==> src/rtl/bcrd_pkg.sv <==
`timescale 1ns/1ps
package bcrd_pkg;

  typedef enum logic [1:0] {
    RATE_8M192 = 2'b00,
    RATE_4M096 = 2'b01,
    RATE_2M048 = 2'b10,
    RATE_1M5XX = 2'b11
  } rate_e;

  localparam int NUM_CLASSES = 4;

  // True when count c lies inside [lo - tol, hi + tol]
  function automatic logic in_band(input int c, input int lo, input int hi, input int tol);
    return (c >= lo - tol) && (c <= hi + tol);
  endfunction

endpackage

==> src/rtl/bcrd_edge.sv <==
`timescale 1ns/1ps
module bcrd_edge (
  input  logic clk,
  input  logic rst_n,
  input  logic fs_in,
  output logic fs_rise
);
  logic fs_q;

  always_ff @(posedge clk or negedge rst_n) begin
    if (!rst_n) fs_q <= 1'b0;
    else        fs_q <= fs_in;
  end

  assign fs_rise = fs_in & ~fs_q;
endmodule

==> src/rtl/bcrd_counter.sv <==
`timescale 1ns/1ps
module bcrd_counter #(
  parameter int CNT_W = 11
) (
  input  logic             clk,
  input  logic             rst_n,
  input  logic             restart,
  output logic [CNT_W-1:0] count,
  output logic             saturated,
  output logic             armed
);
  localparam logic [CNT_W-1:0] CNT_MAX = {CNT_W{1'b1}};
  localparam logic [CNT_W-1:0] CNT_ONE = CNT_W'(1);

  always_ff @(posedge clk or negedge rst_n) begin
    if (!rst_n) begin
      count <= '0;
      armed <= 1'b0;
    end else if (restart) begin
      count <= CNT_ONE;
      armed <= 1'b1;
    end else if (count != CNT_MAX) begin
      count <= count + CNT_ONE;
    end
  end

  assign saturated = (count == CNT_MAX);
endmodule

==> src/rtl/bcrd_classify.sv <==
`timescale 1ns/1ps
module bcrd_classify
  import bcrd_pkg::*;
#(
  parameter int CNT_W   = 11,
  parameter int TOL     = 2,
  parameter int NOM_8M  = 1024,
  parameter int NOM_4M  = 512,
  parameter int NOM_2M  = 256,
  parameter int NOM_1LO = 192,
  parameter int NOM_1HI = 193
) (
  input  logic [CNT_W-1:0] count,
  output logic             hit,
  output rate_e            cls
);
  localparam int LO [NUM_CLASSES] = '{NOM_8M, NOM_4M, NOM_2M, NOM_1LO};
  localparam int HI [NUM_CLASSES] = '{NOM_8M, NOM_4M, NOM_2M, NOM_1HI};

  logic [NUM_CLASSES-1:0] match;

  for (genvar k = 0; k < NUM_CLASSES; k++) begin : g_band
    assign match[k] = in_band(int'(count), LO[k], HI[k], TOL);
  end

  always_comb begin
    hit = 1'b0;
    cls = RATE_8M192;
    for (int k = 0; k < NUM_CLASSES; k++) begin
      if (match[k]) begin
        hit = 1'b1;
        cls = rate_e'(2'(k));
      end
    end
  end
endmodule

==> src/rtl/bcrd_qualify.sv <==
`timescale 1ns/1ps
module bcrd_qualify
  import bcrd_pkg::*;
(
  input  logic  clk,
  input  logic  rst_n,
  input  logic  meas,
  input  logic  hit,
  input  rate_e cls,
  input  logic  timeout,
  output rate_e rate,
  output logic  valid
);
  logic  hist_ok;
  rate_e hist_cls;

  always_ff @(posedge clk or negedge rst_n) begin
    if (!rst_n) begin
      hist_ok  <= 1'b0;
      hist_cls <= RATE_8M192;
      rate     <= RATE_8M192;
      valid    <= 1'b0;
    end else if (timeout) begin
      hist_ok <= 1'b0;
      valid   <= 1'b0;
    end else if (meas) begin
      if (!hit) begin
        hist_ok <= 1'b0;
        valid   <= 1'b0;
      end else begin
        hist_ok  <= 1'b1;
        hist_cls <= cls;
        if (hist_ok && (hist_cls == cls)) begin
          valid <= 1'b1;
          rate  <= cls;
        end else begin
          valid <= 1'b0;
        end
      end
    end
  end
endmodule

==> src/rtl/bclk_rate_detect.sv <==
`timescale 1ns/1ps
module bclk_rate_detect
  import bcrd_pkg::*;
#(
  parameter int CNT_W   = 11,
  parameter int TOL     = 2,
  parameter int NOM_8M  = 1024,
  parameter int NOM_4M  = 512,
  parameter int NOM_2M  = 256,
  parameter int NOM_1LO = 192,
  parameter int NOM_1HI = 193
) (
  input  logic       clk,
  input  logic       rst_n,
  input  logic       fsync,
  output logic [1:0] rate,
  output logic       rate_valid
);
  // Named internal events, visible to the bound checker
  logic             frame_edge;
  logic             armed;
  logic             meas_evt;
  logic             cnt_sat;
  logic             band_hit;
  logic [CNT_W-1:0] cnt;
  rate_e            band_cls;
  rate_e            rate_q;

  bcrd_edge u_edge (
    .clk     (clk),
    .rst_n   (rst_n),
    .fs_in   (fsync),
    .fs_rise (frame_edge)
  );

  bcrd_counter #(.CNT_W(CNT_W)) u_cnt (
    .clk       (clk),
    .rst_n     (rst_n),
    .restart   (frame_edge),
    .count     (cnt),
    .saturated (cnt_sat),
    .armed     (armed)
  );

  bcrd_classify #(
    .CNT_W(CNT_W), .TOL(TOL), .NOM_8M(NOM_8M), .NOM_4M(NOM_4M),
    .NOM_2M(NOM_2M), .NOM_1LO(NOM_1LO), .NOM_1HI(NOM_1HI)
  ) u_cls (
    .count (cnt),
    .hit   (band_hit),
    .cls   (band_cls)
  );

  assign meas_evt = frame_edge & armed;

  bcrd_qualify u_qual (
    .clk     (clk),
    .rst_n   (rst_n),
    .meas    (meas_evt),
    .hit     (band_hit),
    .cls     (band_cls),
    .timeout (cnt_sat),
    .rate    (rate_q),
    .valid   (rate_valid)
  );

  assign rate = rate_q;
endmodule

==> config.mk <==
export PLATFORM = sky130hd
export DESIGN_NAME = bclk_rate_detect
export DESIGN_NICKNAME = d
export VERILOG_FILES = /design/src/rtl/bcrd_pkg.sv /design/src/rtl/bcrd_edge.sv /design/src/rtl/bcrd_counter.sv /design/src/rtl/bcrd_classify.sv /design/src/rtl/bcrd_qualify.sv /design/src/rtl/bclk_rate_detect.sv
export SDC_FILE = /design/constraint.sdc
export NUM_CORES = 1
export LEC_CHECK = 0
export BUFFER_PORTS_ARGS = -buffer_cell sky130_fd_sc_hd__buf_4
export CORE_UTILIZATION = 30
export DETAILED_ROUTE_END_ITERATION = 10
export PLACE_DENSITY = 0.47
export REMOVE_ABC_BUFFERS = 1
export SKIP_LAST_GASP = 1
export SLEW_MARGIN = 20
export SYNTH_ARGS = -nofsm -noshare
export SYNTH_HDL_FRONTEND = slang
export SYNTH_HIERARCHICAL = 1
export SYNTH_SLANG_ARGS = --single-unit
export TNS_END_PERCENT = 10
==> constraint.sdc <==
create_clock -name clk -period 4.6 [get_ports clk]
set_clock_uncertainty 0.15 [all_clocks]
set_input_delay 0.92 -clock clk [delete_from_list [all_inputs] [get_ports clk]]
set_output_delay 0.92 -clock clk [all_outputs]
set_load 0.05 [all_outputs]
# --- After elaboration in Yosys (flattened, before gate mapping) ---
# Cells that the tools add are included.
# W data, S select, Z words.
totals:
  latchBits: 0
  word_cells: 48
  output_inout_bits: 3
  regBits: 19
  inputBits: 3
  n_memories: 0
  ram_bits: 0
  rom_bits: 0
classes:
  n_shift: 0
  n_mul: 0
  n_div: 0
  n_bitwise: 4
  order_cmp: 8
  n_mux: 16
  n_eq_ne: 3
  reduce_logical: 9
  add_sub_neg: 1
op_table:
  columns: ["cell", "n"]
  rows:
  - ["$ge A11 B8 Y1 const B", 2]
  - ["$mux W11", 2]
  - ["$mux W1", 12]
  - ["$add A11 B1 Y11 const B", 1]
  - ["$eq A11 B11 Y1 const B", 1]
  - ["$ge A11 B10 Y1 const B", 1]
  - ["$ge A11 B9 Y1 const B", 1]
  - ["$le A11 B10 Y1 const B", 1]
  - ["$le A11 B11 Y1 const B", 1]
  - ["$le A11 B8 Y1 const B", 1]
  - ["$le A11 B9 Y1 const B", 1]
  - ["$ne A11 B11 Y1 const B", 1]
  - ["$logic_and A1 B1 Y1", 5]
  - ["$mux W2", 2]
  - ["$reduce_and A4 Y1", 1]
  - ["$reduce_bool A2 Y1", 2]
  - ["$reduce_and A3 Y1", 1]
  - ["$and A1 B1 Y1", 2]
  - ["$eq A2 B2 Y1", 1]
  - ["$not A1 Y1", 2]

# --- Longest topological paths before layout ---
logic_depth:
  word_depth: 11
  depth_mapped: 8
  mapped_depth_nobuf: 7

# --- By module ---
# Netlist, hierarchy kept.
by_module_without_submodules:
  columns: ["module", "seq_area_each_um2", "area_each_um2", "instances", "cells_per_inst"]
  rows:
  - ["bcrd_counter", 300.3, 638.1, 1, 59]
  - ["bcrd_qualify", 150.1, 289.0, 1, 18]
  - ["bcrd_classify", 0.0, 156.4, 1, 25]
  - ["bcrd_edge", 25.0, 38.8, 1, 2]
  - ["bclk_rate_detect", 0.0, 6.3, 1, 1]

# --- Least setup slack after synthesis ---
# No wires, ideal clock.
synth_timing:
  kind: "reg2reg"
  from: "register u_cnt.count[5]"
  to: "register u_qual.rate[0]"
  period_less_slack_ns: 2.662
  setup_ns: 0.125
  arrival_time_ns: 2.387
  t_required_ns: 4.325
  path_slack_ns: 1.938
  n_path_buf: 0
  path_stages_with_launch: 8
  cell_sequence: "dfrtp_1 or4_4 nor3_1 a21oi_1 o31ai_1 xor2_1 nor4b_4 mux2_4"
synth_via:
  elab_cells_between_ends: 24
  classes_between: "order compare (8); eq/ne (2); mux (7); bitwise (1); reduce/logical (6)"
synth_rtl:
  columns: ["element", "line_no", "rtl"]
  rows:
  - ["start, declared", "bcrd_counter.sv:8", "output logic [CNT_W-1:0] count,"]
  - ["start signal, assigned", "bcrd_counter.sv:23", "count <= count + CNT_ONE;"]
  - ["$ge A11 B8 Y1 / $le A11 B9 Y1 (equally long branches)", "bcrd_pkg.sv:15", "return (c >= lo - tol) && (c <= hi + tol);"]
  - ["$logic_and A1 B1 Y1", "bcrd_pkg.sv:15", null]
  - ["$mux W2", "bcrd_classify.sv:30", "if (match[k]) begin"]
  - ["$mux W2 (*)", "bcrd_classify.sv:30", null]
  - ["via band_cls[1]", "bclk_rate_detect.sv:26", "rate_e band_cls;"]
  - ["$eq A2 B2 Y1 (*)", "bcrd_qualify.sv:33", "if (hist_ok && (hist_cls == cls)) begin"]
  - ["$logic_and A1 B1 Y1 (*)", "bcrd_qualify.sv:33", null]
  - ["$reduce_and A4 Y1 (no source line) (*)", null, null]
  - ["end signal, assigned", "bcrd_qualify.sv:35", "rate <= cls;"]
  - ["end, declared", "bcrd_qualify.sv:11", "output rate_e rate,"]
# The timed path passes the listed nets; every way through them passes the cells marked *.
# A chain may end at the register's enable or synchronous reset.

# --- Final worst setup path ---
layout_timing:
  from: "register u_cnt.count[5]"
  to: "register u_qual.rate[1]"
layout_via:
  elab_cells_between_ends: 24
  classes_between: "order compare (8); eq/ne (2); mux (7); bitwise (1); reduce/logical (6)"
layout_rtl:
  columns: ["element", "line_no"]
  rows:
  - ["$ge A11 B8 Y1 / $le A11 B9 Y1 (equally long branches)", "bcrd_pkg.sv:15"]
  - ["$logic_and A1 B1 Y1", "bcrd_pkg.sv:15"]
  - ["$mux W2", "bcrd_classify.sv:30"]
  - ["$mux W2 (*)", "bcrd_classify.sv:30"]
  - ["via band_cls[1]", "bclk_rate_detect.sv:26"]
  - ["$eq A2 B2 Y1", "bcrd_qualify.sv:33"]
  - ["$logic_and A1 B1 Y1", "bcrd_qualify.sv:33"]
  - ["$reduce_and A4 Y1 (no source line)", null]
# Marked as above.

==> results.md <==
* Status: complete, no violations
* Period utilisation layout at 0.6262
* Final net count at 114
* Pre-CTS WS at 1.722 ns
* Area growth syn-to-layout at 9.535%
* Gate power share at 0.170
* Drt first pass iters at 4
* Gr ovfl total at 0
* Core ar. at 3468 um^2
* CP required at 4.60 ns
* Reg power frac at 0.530
* First-pass GRT wire length at 4181 um
* I/O Buffers at 5
* Yosys top cell area share at 0.4213
* FMAX at 347.1 MHz
* Synth Instances at 105
* Synth warn at 6
* Unrepaired setup endpoints after global routing: false
* CTS Hold Bufs at 0
* Number of global-route vias before repair at 842
* Row count at 21
* Top FF cell, synth: dfrtp_1
* Largest net degree at the start of global routing at 20
* Family with the most delay on the worst path: simple AND/OR/NAND/NOR gates
* Clock Latency Late Sink at 0.26 ns
* Max incr delay on CP at 0.60 ns
* Crit path buf inv count at 0
* CTS tree: yes
* Area contributors post-synth: dfrtp_1, a211oi_2, a31oi_1
* Highest metal used: met4
* CP arrival at 2.88 ns
* Met1 WL at 1135 um
* Vias per inst at 5.458
* Io pins at 6
* Total CTS buffers at 3
* Fraction of layout cells with a size suffix above 1 at 0.1927
* Clock Tree Root: clkbuf_8
* P_int at 276.3 uW
* Critical path peak fanout at 10
* Drt initial violations at 21
* Post-Route Setup TNS at 0 ns
* Maximum VDD drop at 0.2458 mV
* Count leader, synth: dfrtp_1
* CP Class: register to register
* Util after Layout at 0.3564
* Mean Syn Cell Area at 10.75 um^2
* FF+latch count, synth at 19
* Slew @ Worst Pin at 0.4471 ns
* Critical path's slowest cell: or4_4
* NetSw at 124.4 uW
* Setup violators final at 0
* Clock sink count at 19
* Die H at 63.34 um
* Post-synth top cells: dfrtp_1, nor2_1, a31oi_1
* Ant diodes at 0
* Total of max-cap violations at 0
* Pins Over Slew Limit at 0
* Gpl congestion at 0.7518
* Sw Ratio at 0.3104
* Clk pwr share at 0.300
* Final Hold Fails at 0
* Starting density of the core at 0.3254
* Leakage at 0.5397 nW
* Post-route minimum period at 2.881 ns
* Drt wl/cell at 14.43 um
* Met2 WL at 1009 um
* DIE AREA at 4011 um^2
* PD cells at 324.1 nW/um^2
* Post-cts sizing count at 0
* Synth unique cells at 45
* Vias at 846
* Drt drc at 0
* Worst-path cell chain: or4_4 > nor3_1 > a21oi_1 > o31ai_1 > xor2_1 > nor4b_4 > mux2_4
* Initial antenna violation count at 0
* HPWL after DPL at 1548 um
* Post-CTS setup buffer count at 0
* Fraction of the yosys area taken by sequential cells at 0.4213
* H-tree levels at 1
* Synth area leader: dfrtp_1
* Met3 WL at 78 um
* Die width at 63.34 um
* Post-synthesis async set-or-reset flop share at 1.000
* Fillers at 372
* Crit path launch type: register
* Tot GR Track Use at 0.1305
* Syn Std Cell Area at 1129 um^2
* Clk slew on worst S/H paths at 0.07 ns
* Final WS setup at 1.719 ns
* Overall routed net length at 2236 um
* Class of the worst hold path: register to register
* Slew Limit Headroom at 0.6994
* Max Root-Sink Buffers at 2
* Post-synth EDFFs at 0
* Crit path capture type: register
* Routed Antenna Nets at 0
metrics by stage:
stage	total power, mW	instances	cell area [um^2]	hold WS (ns)
floorplan	0.2613	100	1096	0.2772
global placement	0.2814	151	1191	0.2936
detailed placement	0.2840	151	1191	0.3013
CTS	0.4049	155	1236	0.3205
global route	0.4282	155	1236	0.3572
finish	0.4007	155	1236	0.3176
routing by layer:
| metal | vias up | global-route usage |
|---|---|---|
| li1 | 414 | - |
| met1 | 415 | 0.1814 |
| met2 | 14 | 0.2035 |
| met3 | 3 | 0.03261 |
| met4 | 0 | 0.02557 |
| met5 | - | 0 |
power by group through the flow:
| stage | clock network, mW | registers, mW | logic [mW] |
|---|---|---|---|
| floorplan | 0 | 0.207 | 0.0548 |
| global placement | 0 | 0.215 | 0.0667 |
| CTS | 0.124 | 0.212 | 0.0686 |
| global route | 0.133 | 0.218 | 0.0772 |
| finish | 0.120 | 0.212 | 0.0680 |
| detailed placement | 0 | 0.216 | 0.0685 |
final cells by class:
class,count,area (um^2),area share
inverter,4,15.01,0.01215
sequential,19,475.5,0.3846
tap,46,57.56,0.04656
timing repair buffer,5,37.54,0.03036
multi-input combinational,77,605.6,0.4899
clock buffer,4,45.04,0.03644
state kept, by name (all words and copies together) (netlist names):
name and flops:
u_cnt/armed 1, u_cnt/count 11, u_edge/fs_q 1, u_qual/hist_cls 2, u_qual/hist_ok 1, u_qual/rate 2, u_qual/valid 1
kinds of logic after synthesis:
group           after synthesis  share of synthesized area
compound gates               27                     0.1885
flops                        19                     0.4213
buf+inv                       9                    0.04212
xor+xnor                      2                    0.01552
mux                           7                    0.07317
fa+ha+maj                     1                    0.01108
simple gates                 40                     0.2483
layout by cell type (no fill, tap or decap), drive strengths merged:
master / count
ha: 1
a41oi: 3
and2: 1
a21oi: 4
nor4b: 1
buf: 5
nand2b: 4
a311oi: 2
a2111oi: 1
and4: 3
o21bai: 1
or4: 1
or2: 1
nand3b: 2
and3: 4
a21boi: 1
nand3: 5
nor2: 7
mux2i: 3
mux2: 4
o22ai: 1
o31ai: 1
nor2b: 2
a31oi: 5
nor4: 2
a211oi: 5
and4b: 1
nor3: 2
a21o: 1
o21ai: 1
clkbuf: 4
inv: 4
a211o: 1
dfrtp: 19
nand4: 2
nand2: 2
xor2: 2
final timing paths:
kind	from	endpoint	slack (ns)	cells after the start
hold reg to reg	u_cnt/armed	u_cnt/armed	0.32	1
setup / recovery	u_cnt/count[5]	u_qual/rate[1]	1.72	7
hold / removal	u_cnt/armed	u_cnt/armed	0.32	1
min in group asynchronous	rst_n	u_cnt/count[9]	0.38	1
setup reg to reg	u_cnt/count[5]	u_qual/rate[1]	1.72	7
max in group asynchronous	rst_n	u_edge/fs_q	3.72	1
No activity file was read; power rests on OpenSTA's default activity.
